### src/rtl/hb_pkg.sv
package hb_pkg;
    localparam int DW = 8;
    localparam int AW = 8;

    localparam logic [AW-1:0] A_CFG_PWR = 8'h00;
    localparam logic [AW-1:0] A_CFG_MON = 8'h01;
    localparam logic [AW-1:0] A_IRQ_FLG = 8'h10;
    localparam logic [AW-1:0] A_IRQ_MSK = 8'h11;
    localparam logic [AW-1:0] A_CFG_CLK = 8'h22;

    localparam logic [DW-1:0] RV_CFG_PWR = 8'h01;
    localparam logic [DW-1:0] RV_CFG_MON = 8'h00;
    localparam logic [DW-1:0] RV_CFG_CLK = 8'h00;
    localparam logic [DW-1:0] RV_IRQ_FLG = 8'h00;
    localparam logic [DW-1:0] RV_IRQ_MSK = 8'hFF;

    typedef struct packed {
        logic [DW-1:0] pwr;
        logic [DW-1:0] mon;
        logic [DW-1:0] clk;
        logic [DW-1:0] flg;
        logic [DW-1:0] msk;
    } regs_t;
endpackage

### src/rtl/hb_sync.sv
module hb_sync #(
    parameter int          W      = 1,
    parameter int          STAGES = 2,
    parameter logic [W-1:0] RST   = '0
) (
    input  logic         clk,
    input  logic         rst_n,
    input  logic [W-1:0] d,
    output logic [W-1:0] q
);
    logic [W-1:0] stg_q [STAGES];

    genvar s;
    generate
        for (s = 0; s < STAGES; s++) begin : g_stage
            logic [W-1:0] stg_d;
            if (s == 0) begin : g_first
                always_comb stg_d = d;
            end else begin : g_next
                always_comb stg_d = stg_q[s-1];
            end
            always_ff @(posedge clk or negedge rst_n) begin
                if (!rst_n) stg_q[s] <= RST;
                else        stg_q[s] <= stg_d;
            end
        end
    endgenerate

    assign q = stg_q[STAGES-1];
endmodule

### src/rtl/hb_ctrl.sv
module hb_ctrl
    import hb_pkg::*;
#(
    parameter int RD_WAIT = 2
) (
    input  logic          clk,
    input  logic          rst_n,
    input  logic          mode_ds,
    input  logic          mode_mux,
    input  logic          ale_s,
    input  logic          cs_s,
    input  logic          strb_s,
    input  logic          rw_s,
    input  logic [DW-1:0] ad_s,
    input  logic [AW-1:0] addr_s,
    output logic [AW-1:0] addr_q_o,
    output logic          wr_pulse,
    output logic [DW-1:0] wr_data,
    output logic          rd_act,
    output logic          rd_first,
    output logic          rd_ready
);
    localparam int CW = $clog2(RD_WAIT + 1);

    typedef struct packed {
        logic          ale_p;
        logic          strb_p;
        logic          rw_p;
        logic [AW-1:0] addr;
        logic [CW-1:0] cnt;
    } ctrl_t;

    ctrl_t st_q, st_d;
    logic  ale_fall;

    always_comb begin
        st_d     = st_q;
        ale_fall = st_q.ale_p && !ale_s;
        rd_act   = !cs_s && !strb_s && (mode_ds ? rw_s : 1'b1);
        if (mode_ds)
            wr_pulse = !cs_s && !st_q.strb_p && strb_s && !rw_s;
        else
            wr_pulse = !cs_s && !st_q.rw_p && rw_s;
        wr_data  = ad_s;
        rd_first = rd_act && (st_q.cnt == '0);
        rd_ready = rd_act && (st_q.cnt == CW'(RD_WAIT));

        st_d.ale_p  = ale_s;
        st_d.strb_p = strb_s;
        st_d.rw_p   = rw_s;
        if (ale_fall)
            st_d.addr = mode_mux ? ad_s : addr_s;
        if (!rd_act)
            st_d.cnt = '0;
        else if (st_q.cnt != CW'(RD_WAIT))
            st_d.cnt = st_q.cnt + 1'b1;
    end

    always_ff @(posedge clk or negedge rst_n) begin
        if (!rst_n) begin
            st_q.ale_p  <= 1'b0;
            st_q.strb_p <= 1'b1;
            st_q.rw_p   <= 1'b1;
            st_q.addr   <= '0;
            st_q.cnt    <= '0;
        end else begin
            st_q <= st_d;
        end
    end

    assign addr_q_o = st_q.addr;

    // an edge yields exactly one write pulse
    p_wr_single_r1: assert property (@(posedge clk) disable iff (!rst_n)
        wr_pulse |=> !wr_pulse);
    // latched address only moves on an ALE fall
    p_addr_hold_r3: assert property (@(posedge clk) disable iff (!rst_n)
        !ale_fall |=> $stable(st_q.addr));
    // ready release only after a read was already active
    p_ready_after_read_r6: assert property (@(posedge clk) disable iff (!rst_n)
        rd_ready |-> $past(rd_act));
endmodule

### src/rtl/hb_regfile.sv
module hb_regfile
    import hb_pkg::*;
(
    input  logic          clk,
    input  logic          rst_n,
    input  logic [AW-1:0] addr,
    input  logic          wr_en,
    input  logic [DW-1:0] wr_data,
    input  logic [DW-1:0] irq_evt,
    output logic [DW-1:0] rd_data,
    output logic          irq_any
);
    regs_t rg_q, rg_d;
    logic [DW-1:0] clr;

    always_comb begin
        rg_d = rg_q;
        clr  = '0;
        if (wr_en) begin
            case (addr)
                A_CFG_PWR: rg_d.pwr = wr_data;
                A_CFG_MON: rg_d.mon = wr_data;
                A_CFG_CLK: rg_d.clk = wr_data;
                A_IRQ_MSK: rg_d.msk = wr_data;
                A_IRQ_FLG: clr      = wr_data;
                default:   ;
            endcase
        end
        rg_d.flg = (rg_q.flg & ~clr) | irq_evt;

        case (addr)
            A_CFG_PWR: rd_data = rg_q.pwr;
            A_CFG_MON: rd_data = rg_q.mon;
            A_CFG_CLK: rd_data = rg_q.clk;
            A_IRQ_MSK: rd_data = rg_q.msk;
            A_IRQ_FLG: rd_data = rg_q.flg;
            default:   rd_data = '0;
        endcase
        irq_any = |(rg_q.flg & ~rg_q.msk);
    end

    always_ff @(posedge clk or negedge rst_n) begin
        if (!rst_n) begin
            rg_q.pwr <= RV_CFG_PWR;
            rg_q.mon <= RV_CFG_MON;
            rg_q.clk <= RV_CFG_CLK;
            rg_q.flg <= RV_IRQ_FLG;
            rg_q.msk <= RV_IRQ_MSK;
        end else begin
            rg_q <= rg_d;
        end
    end

    // an event pulse always leaves its flag set
    p_evt_sets_r8: assert property (@(posedge clk) disable iff (!rst_n)
        (irq_evt != '0) |=> ((rg_q.flg & $past(irq_evt)) == $past(irq_evt)));
    // flags hold without events or writes
    p_flag_hold_r8: assert property (@(posedge clk) disable iff (!rst_n)
        (!wr_en && irq_evt == '0) |=> $stable(rg_q.flg));
endmodule

### src/rtl/hostbus_port.sv
module hostbus_port
    import hb_pkg::*;
#(
    parameter int SYNC_STAGES = 2,
    parameter int RD_WAIT     = 2
) (
    input  logic          clk,
    input  logic          rst_n,
    input  logic          mode_ds,
    input  logic          mode_mux,
    input  logic          ale,
    input  logic          cs_n,
    input  logic          strb_n,
    input  logic          rw_wr,
    input  logic [DW-1:0] ad_in,
    input  logic [AW-1:0] addr_in,
    input  logic [DW-1:0] irq_evt,
    output logic [DW-1:0] data_out,
    output logic          data_oe,
    output logic          ready_oe,
    output logic          irq_oe
);
    localparam int CTLW = 4;
    localparam int BUSW = DW + AW;

    logic [CTLW-1:0] ctl_s;
    logic [BUSW-1:0] bus_s;
    logic [AW-1:0]   addr_q;
    logic            wr_pulse, rd_act, rd_first, rd_ready, irq_any;
    logic [DW-1:0]   wr_data, rd_data;
    logic            raw_rd;

    hb_sync #(.W(CTLW), .STAGES(SYNC_STAGES), .RST(4'b0111)) u_sync_ctl (
        .clk(clk), .rst_n(rst_n),
        .d({ale, cs_n, strb_n, rw_wr}), .q(ctl_s));

    hb_sync #(.W(BUSW), .STAGES(SYNC_STAGES), .RST('0)) u_sync_bus (
        .clk(clk), .rst_n(rst_n),
        .d({ad_in, addr_in}), .q(bus_s));

    hb_ctrl #(.RD_WAIT(RD_WAIT)) u_ctrl (
        .clk(clk), .rst_n(rst_n),
        .mode_ds(mode_ds), .mode_mux(mode_mux),
        .ale_s(ctl_s[3]), .cs_s(ctl_s[2]), .strb_s(ctl_s[1]), .rw_s(ctl_s[0]),
        .ad_s(bus_s[BUSW-1:AW]), .addr_s(bus_s[AW-1:0]),
        .addr_q_o(addr_q), .wr_pulse(wr_pulse), .wr_data(wr_data),
        .rd_act(rd_act), .rd_first(rd_first), .rd_ready(rd_ready));

    hb_regfile u_regs (
        .clk(clk), .rst_n(rst_n), .addr(addr_q),
        .wr_en(wr_pulse), .wr_data(wr_data), .irq_evt(irq_evt),
        .rd_data(rd_data), .irq_any(irq_any));

    typedef struct packed {
        logic          drive;
        logic [DW-1:0] dout;
    } out_t;

    out_t out_q, out_d;

    always_comb begin
        out_d       = out_q;
        out_d.drive = rd_act;
        if (rd_first)
            out_d.dout = rd_data;
        raw_rd = !cs_n && !strb_n && (mode_ds ? rw_wr : 1'b1);
    end

    always_ff @(posedge clk or negedge rst_n) begin
        if (!rst_n) out_q <= '0;
        else        out_q <= out_d;
    end

    assign data_out = out_q.dout;
    assign data_oe  = out_q.drive && !cs_n;
    assign ready_oe = raw_rd && !rd_ready;
    assign irq_oe   = irq_any;

    // the bus is driven only after a synchronized read was seen
    p_oe_follows_read_r5: assert property (@(posedge clk) disable iff (!rst_n)
        data_oe |-> $past(rd_act));
    // a write pulse never coincides with driving the bus
    p_no_wr_while_drive_r4: assert property (@(posedge clk) disable iff (!rst_n)
        wr_pulse |-> !rd_act);
endmodule

### config.mk
export PLATFORM = sky130hd
export DESIGN_NAME = hostbus_port
export DESIGN_NICKNAME = d
export VERILOG_FILES = /design/src/rtl/hb_pkg.sv /design/src/rtl/hb_sync.sv /design/src/rtl/hb_ctrl.sv /design/src/rtl/hb_regfile.sv /design/src/rtl/hostbus_port.sv
export SDC_FILE = /design/constraint.sdc
export NUM_CORES = 1
export LEC_CHECK = 0
export CORE_ASPECT_RATIO = 0.7
export CORE_MARGIN = 3
export CORE_UTILIZATION = 50
export CTS_CLUSTER_DIAMETER = 80
export DETAILED_ROUTE_END_ITERATION = 8
export DONT_BUFFER_PORTS = 1
export MAX_ROUTING_LAYER = met4
export PLACE_DENSITY = 0.64
export SLEW_MARGIN = 10
export SYNTH_ARGS = -nofsm -noshare
export SYNTH_HDL_FRONTEND = slang
export SYNTH_HIERARCHICAL = 1
export SYNTH_SLANG_ARGS = --single-unit
### constraint.sdc
create_clock -name clk -period 3.7 [get_ports clk]
set_input_delay 0.555 -clock clk [delete_from_list [all_inputs] [get_ports clk]]
set_output_delay 0.555 -clock clk [all_outputs]
set_load 0.005 [all_outputs]
==> Word level (Yosys, flattened, before mapping) <==
Index checks and enable logic that the tools add are counted.
{ "totals": {"ff_bits": 102, "input_bits": 32, "output_inout_bits": 11, "elab_cells": 68} }
{ "op_classes": {"n_addsub": 1, "eq_ne": 7, "muxes": 9, "bitwise": 5, "n_reduce_logical": 30} }
{ "ops": {"columns": ["operator", "count"], "rows": [
  ["$pmux 8 s5", 1],
  ["$mux 8", 3],
  ["$and 8x8->8", 2],
  ["$eq 8x5->1 const B", 2],
  ["$not 8->8", 2],
  ["$logic_and 1x1->1", 14],
  ["$logic_not 1->1", 9],
  ["$eq 8x1->1 const B", 1],
  ["$eq 8x6->1 const B", 1],
  ["$logic_not 8->1", 1],
  ["$or 8x8->8", 1],
  ["$reduce_and 2->1", 4],
  ["$reduce_or 8->1", 1],
  ["$mux 2", 2],
  ["$mux 1", 3],
  ["$add 2x1->2 const B", 1],
  ["$eq 2x2->1 const B", 1],
  ["$logic_not 2->1", 1],
  ["$ne 2x1->1 const B", 1],
  ["$ne 2x2->1 const B", 1]
]} }

==> Depth between registers and ports, before layout <==
{ "depth": {"ltp_word": 9, "mapped_depth": 6, "mapped_depth_nobuf": 5} }

==> Cells and area by module <==
Netlist, hierarchy kept.
{ "by_module_without_submodules": {"columns": ["mod", "instances", "cells_per_inst", "area_each_um2", "seq_area_each_um2"], "rows": [
  ["hb_regfile", 1, 136, 1981.9, 1012.2],
  ["hb_ctrl", 1, 63, 828.3, 327.8],
  ["hb_sync at u_sync_bus", 1, 32, 800.8, 800.8],
  ["hostbus_port", 1, 29, 441.7, 225.2],
  ["hb_sync at u_sync_ctl", 1, 8, 207.7, 207.7]
]} }

==> Least setup slack after synthesis <==
OpenSTA, ideal clock, no wires.
{ "synth_path": {"path_type": "input to register", "start": "in mode_ds", "end": "reg u_regs/rg_q[24] (netlist name)", "arrival_time_ns": 2.178, "t_required_ns": 3.575, "slack_ns": 1.397, "path_stages": 5, "n_path_buf": 0, "cell_sequence": "or3b_2 -> a21oi_1 -> nor3b_4 -> nand4b_4 -> mux2_2"} }
{ "synth_between": {"elab_chain_cells": 2} }
{ "synth_rtl": {"columns": ["item", "line", "source"], "rows": [
  ["start, declared", "hostbus_port.sv:9", "input logic mode_ds,"],
  ["$mux 1", "hb_ctrl.sv:40", "if (mode_ds)"],
  ["via wr_pulse", "hostbus_port.sv:29", "logic wr_pulse, rd_act, rd_first, rd_ready, irq_any;"],
  ["$reduce_and 2->1 (no source line)", null, null],
  ["end signal, assigned", "hb_regfile.sv:50", "rg_q <= rg_d;"],
  ["end, declared", "hb_regfile.sv:13", "regs_t rg_q, rg_d;"]
]} }
The timed path passes the listed nets, and every way through them passes these cells.
A chain may end at the register's enable or synchronous reset.

==> Worst setup path after layout <==
{ "layout_path": {"start": "reg u_sync_ctl.stg_q, in the netlist u_sync_ctl/q[0]", "end": "reg u_regs/rg_q[28] (netlist name)"} }
{ "layout_between": {"elab_chain_cells": 4, "elab_cells_between_ends": 5, "cone_classes": "mux (1); reduce/logical (4)"} }
{ "layout_rtl": {"columns": ["item", "line", "source"], "rows": [
  ["start, declared", "hb_sync.sv:11", "logic [W-1:0] stg_q [STAGES];"],
  ["start signal, assigned by index", "hb_sync.sv:24", "else stg_q[s] <= stg_d;"],
  ["$logic_not 1->1", "hb_ctrl.sv:41", "wr_pulse = !cs_s && !st_q.strb_p && strb_s && !rw_s;"],
  ["$logic_and 1x1->1", "hb_ctrl.sv:41", null],
  ["$mux 1 *", "hb_ctrl.sv:40", null],
  ["via wr_pulse", "hostbus_port.sv:29", null],
  ["$reduce_and 2->1 (no source line) *", null, null]
]} }
The timed path passes the listed nets; every way through them passes the cells marked *.

==> summary.md <==
| Metric | Value |
|---|---|
| Total global-route track usage | `16.64%` |
| Clk_lat worst skew | `0.34 ns` |
| Worst Skew | `0.006689 ns` |
| F_max | `398.8 MHz` |
| Number of synthesized flops with an enable pin | `0` |
| Die area | `0.009682 mm²` |
| Max-cap violations | `0` |
| Count leader, synth | `dfrtp_1` |
| Residual DRC | `0` |
| Post-Syn Area per Cell | `15.90 µm²` |
| Num rows | `27` |
| Critical Path RT | `3.93 ns` |
| Asr flop ratio synth | `100.0%` |
| Reg-to-Reg End | `u_regs/rg_q[28]$_DFFE_PN0P_` |
| Dominant cells by area after synthesis | `dfrtp_1, dfstp_2, mux2_2, mux2_4, buf_4` |
| Antenna cells | `0` |
| Max IR drop VDD | `334.2 µV` |
| Logic gate share of total power | `6.6%` |
| Min cycle time layout | `2.508 ns` |
| Flop2flop setup slack | `1.19 ns` |
| Global-route met2 utilization | `20.92%` |
| CTS H-Tree Depth | `3` |
| I/O Buffers | `0` |
| Pleak | `2.070 nW` |
| Switching power total | `0.5396 mW` |
| Syn Inst Count | `268` |
| DP Wirelength | `4768 µm` |
| Cell Pwr Density | `549.9 mW/mm²` |
| Part of the power in registers | `49.8%` |
| Tcrit/Tclk final | `67.77%` |
| Hold Crit Class | `in -> async` |
| R2r worst-path depth | `5` |
| Clock power share | `43.6%` |
| Area Growth Syn to Fin | `6.813%` |
| Commonest cells in the netlist | `dfrtp_1, mux2_2, buf_4, mux2_4, dfstp_2` |
| Relative slew slack | `33.91%` |
| Total power | `2.502 mW` |
| Worst-path clk slew | `0.07 ns` |
| Core footprint | `0.008074 mm²` |
| First-pass GRT wire length | `11570 µm` |
| CTS Buffer Depth | `2` |
| Num CTS Buffers | `9` |
| GR peak layer | `met1` |
| Largest net degree at the start of global routing | `86` |
| Fraction of layout cells with a size suffix above 1 | `43.70%` |
| Distinct cell type count of the synthesized netlist | `37` |
| P_int | `1.963 mW` |
| Die height | `83.23 µm` |
| M1 GR Usage | `24.60%` |
| FF+latch count, synth | `102` |
| Worst Path Arrival | `2.73 ns` |
| Num ports | `43` |
| WS Path Type | `reg -> reg` |
| Final-report max-slew violation count | `0` |
| Routed Antenna Nets | `0` |
| Via count | `2025` |
| Setup Buffers After CTS | `0` |
| Outcome | `finished, final reports clean` |
| Worst slew pin tran | `0.9894 ns` |
| DR pass1 iterations | `4` |
| Post-synth top area share | `49.93%` |
| Setup_tns | `0 ns` |
| Layout Nets | `283` |
| Vias per Instance | `5.704` |
| Post-Route WL | `7183 µm` |
| GRT met3 Usage | `5.754%` |
| GRT overflow | `0` |
| CP Max Fanout | `10` |
| CTS tree | `yes` |
| Worst hold slack | `0.04980 ns` |
| Reg2reg start | `u_sync_ctl/q[0]$_DFF_PN1_` |
| Initial Util | `52.77%` |
| Die width | `116.3 µm` |
| Post-CTS Resized | `0` |
| Post-synth net total | `302` |
| DR iter-0 viols | `89` |
| Final Hold Vio Count | `0` |
| Routed len/inst | `20.23 µm` |
| Initial antenna violation count | `0` |
| Startpoint types | `register` |
| Clock sinks | `102` |
| Setup violations, final | `0` |
| Post-synth top area cell | `dfrtp_1` |
| Sw frac | `21.56%` |
| Root Buffer | `clkbuf_16` |
| GP Congestion | `0.7949` |
| RSZ-0062 raised after global routing | `false` |
| Synth Flop Type | `dfrtp_1` |
| Crit end category | `register` |
| Sequential-to-total area share from yosys stat | `60.41%` |
| Vias in the first global route | `2067` |
| Warnings from Yosys | `6` |
| Mapped Area | `0.004260 mm²` |
==> kinds of logic after synthesis <==
kind of cell	count (synthesis)	synth area share, %
buffers and inverters	44	6.637
DFF	102	60.41
muxes	65	21.38
and+or+nand+nor	32	6.667
xor gates and xnor gates	1	0.2056
adders and majority gates	2	0.5873
AOI/OAI and AO/OA	22	4.111
==> metal layers <==
| layer | share of wire [%] | wire (µm) |
|---|---|---|
| met1 | 50 | 3627 |
| met5 | 0 | 0 |
| met2 | 42 | 3030 |
| met3 | 6.2 | 447 |
| met4 | 1.1 | 77 |
==> power groups by stage <==
stage / clock network, mW / registers (mW) / logic, mW
after global routing: 1.16 / 1.26 / 0.178
final: 1.09 / 1.25 / 0.164
after CTS: 1.12 / 1.25 / 0.166
after floorplan: 0 / 1.22 / 0.187
after global placement: 0 / 1.27 / 0.140
after detailed placement: 0 / 1.27 / 0.144
==> layout by cell type (no fill, tap or decap), drive strengths merged, types with 8 or more instances in the layout <==
| master | n |
|---|---|
| a22o | 8 |
| mux4 | 8 |
| clkbuf | 10 |
| inv | 12 |
| dfrtp | 85 |
| mux2 | 56 |
| dfstp | 17 |
| a21o | 8 |
| nand4 | 9 |
==> through the flow <==
stage          cell area [µm²]  instances  worst slack (ns)  util [%]
6_report                  4551        355             1.192     56.36
5_1_grt                   4551        355             1.027     56.36
4_1_cts                   4551        355             1.192     56.36
3_5_place_dp              4167        338             1.173     51.60
3_3_place_gp              4167        338             1.250     51.60
2_1_floorplan             4260        268             1.397         -
==> worst max-delay path, stage by stage, from the launching register on <==
cell	delay, ns
dfstp_2	0.55
or3b_2	0.44
a21oi_1	0.24
nor3b_4	0.56
nand4b_4	0.27
mux2_2	0.33
==> flip-flops by register name, indices dropped and copies added, names as in the netlist <==
name	cells
data_out	8
out_q	1
u_ctrl/addr_q_o	8
u_ctrl/st_q	5
u_regs/rg_q	40
u_sync_bus/g_stage.stg_d	16
u_sync_bus/q	16
u_sync_ctl/g_stage.stg_d	4
u_sync_ctl/q	4
==> layout make-up <==
| type | instances | area [µm²] |
|---|---|---|
| fillers | 632 | 3523 |
| flip-flops and latches | 102 | 2574 |
| multi-input cells | 122 | 1410 |
| clock buffers | 10 | 239.0 |
| well taps | 101 | 126.4 |
| clock inverters | 6 | 117.6 |
| repair buffers | 3 | 42.54 |
| inverters | 11 | 41.29 |
==> worst max-delay path by stage <==
stage	startpoint	cells past startpoint	endpoint
2_1_floorplan	mode_ds	5	u_regs/rg_q[24]$_DFFE_PN0P_
3_3_place_gp	mode_ds	5	u_regs/rg_q[31]$_DFFE_PN0P_
3_5_place_dp	mode_ds	5	u_regs/rg_q[31]$_DFFE_PN0P_
4_1_cts	u_sync_ctl/q[0]$_DFF_PN1_	5	u_regs/rg_q[28]$_DFFE_PN0P_
5_1_grt	u_sync_ctl/q[0]$_DFF_PN1_	5	u_regs/rg_q[30]$_DFFE_PN0P_
6_report	u_sync_ctl/q[0]$_DFF_PN1_	5	u_regs/rg_q[28]$_DFFE_PN0P_
==> repair_timing <==
action / 4_1_cts / 5_1_grt
endpoints found under the hold margin: 85 / 0
endpoints found under the setup margin: 0 / 0
hold buffers: 1 / 0
Power figures use the tool's default switching activity.
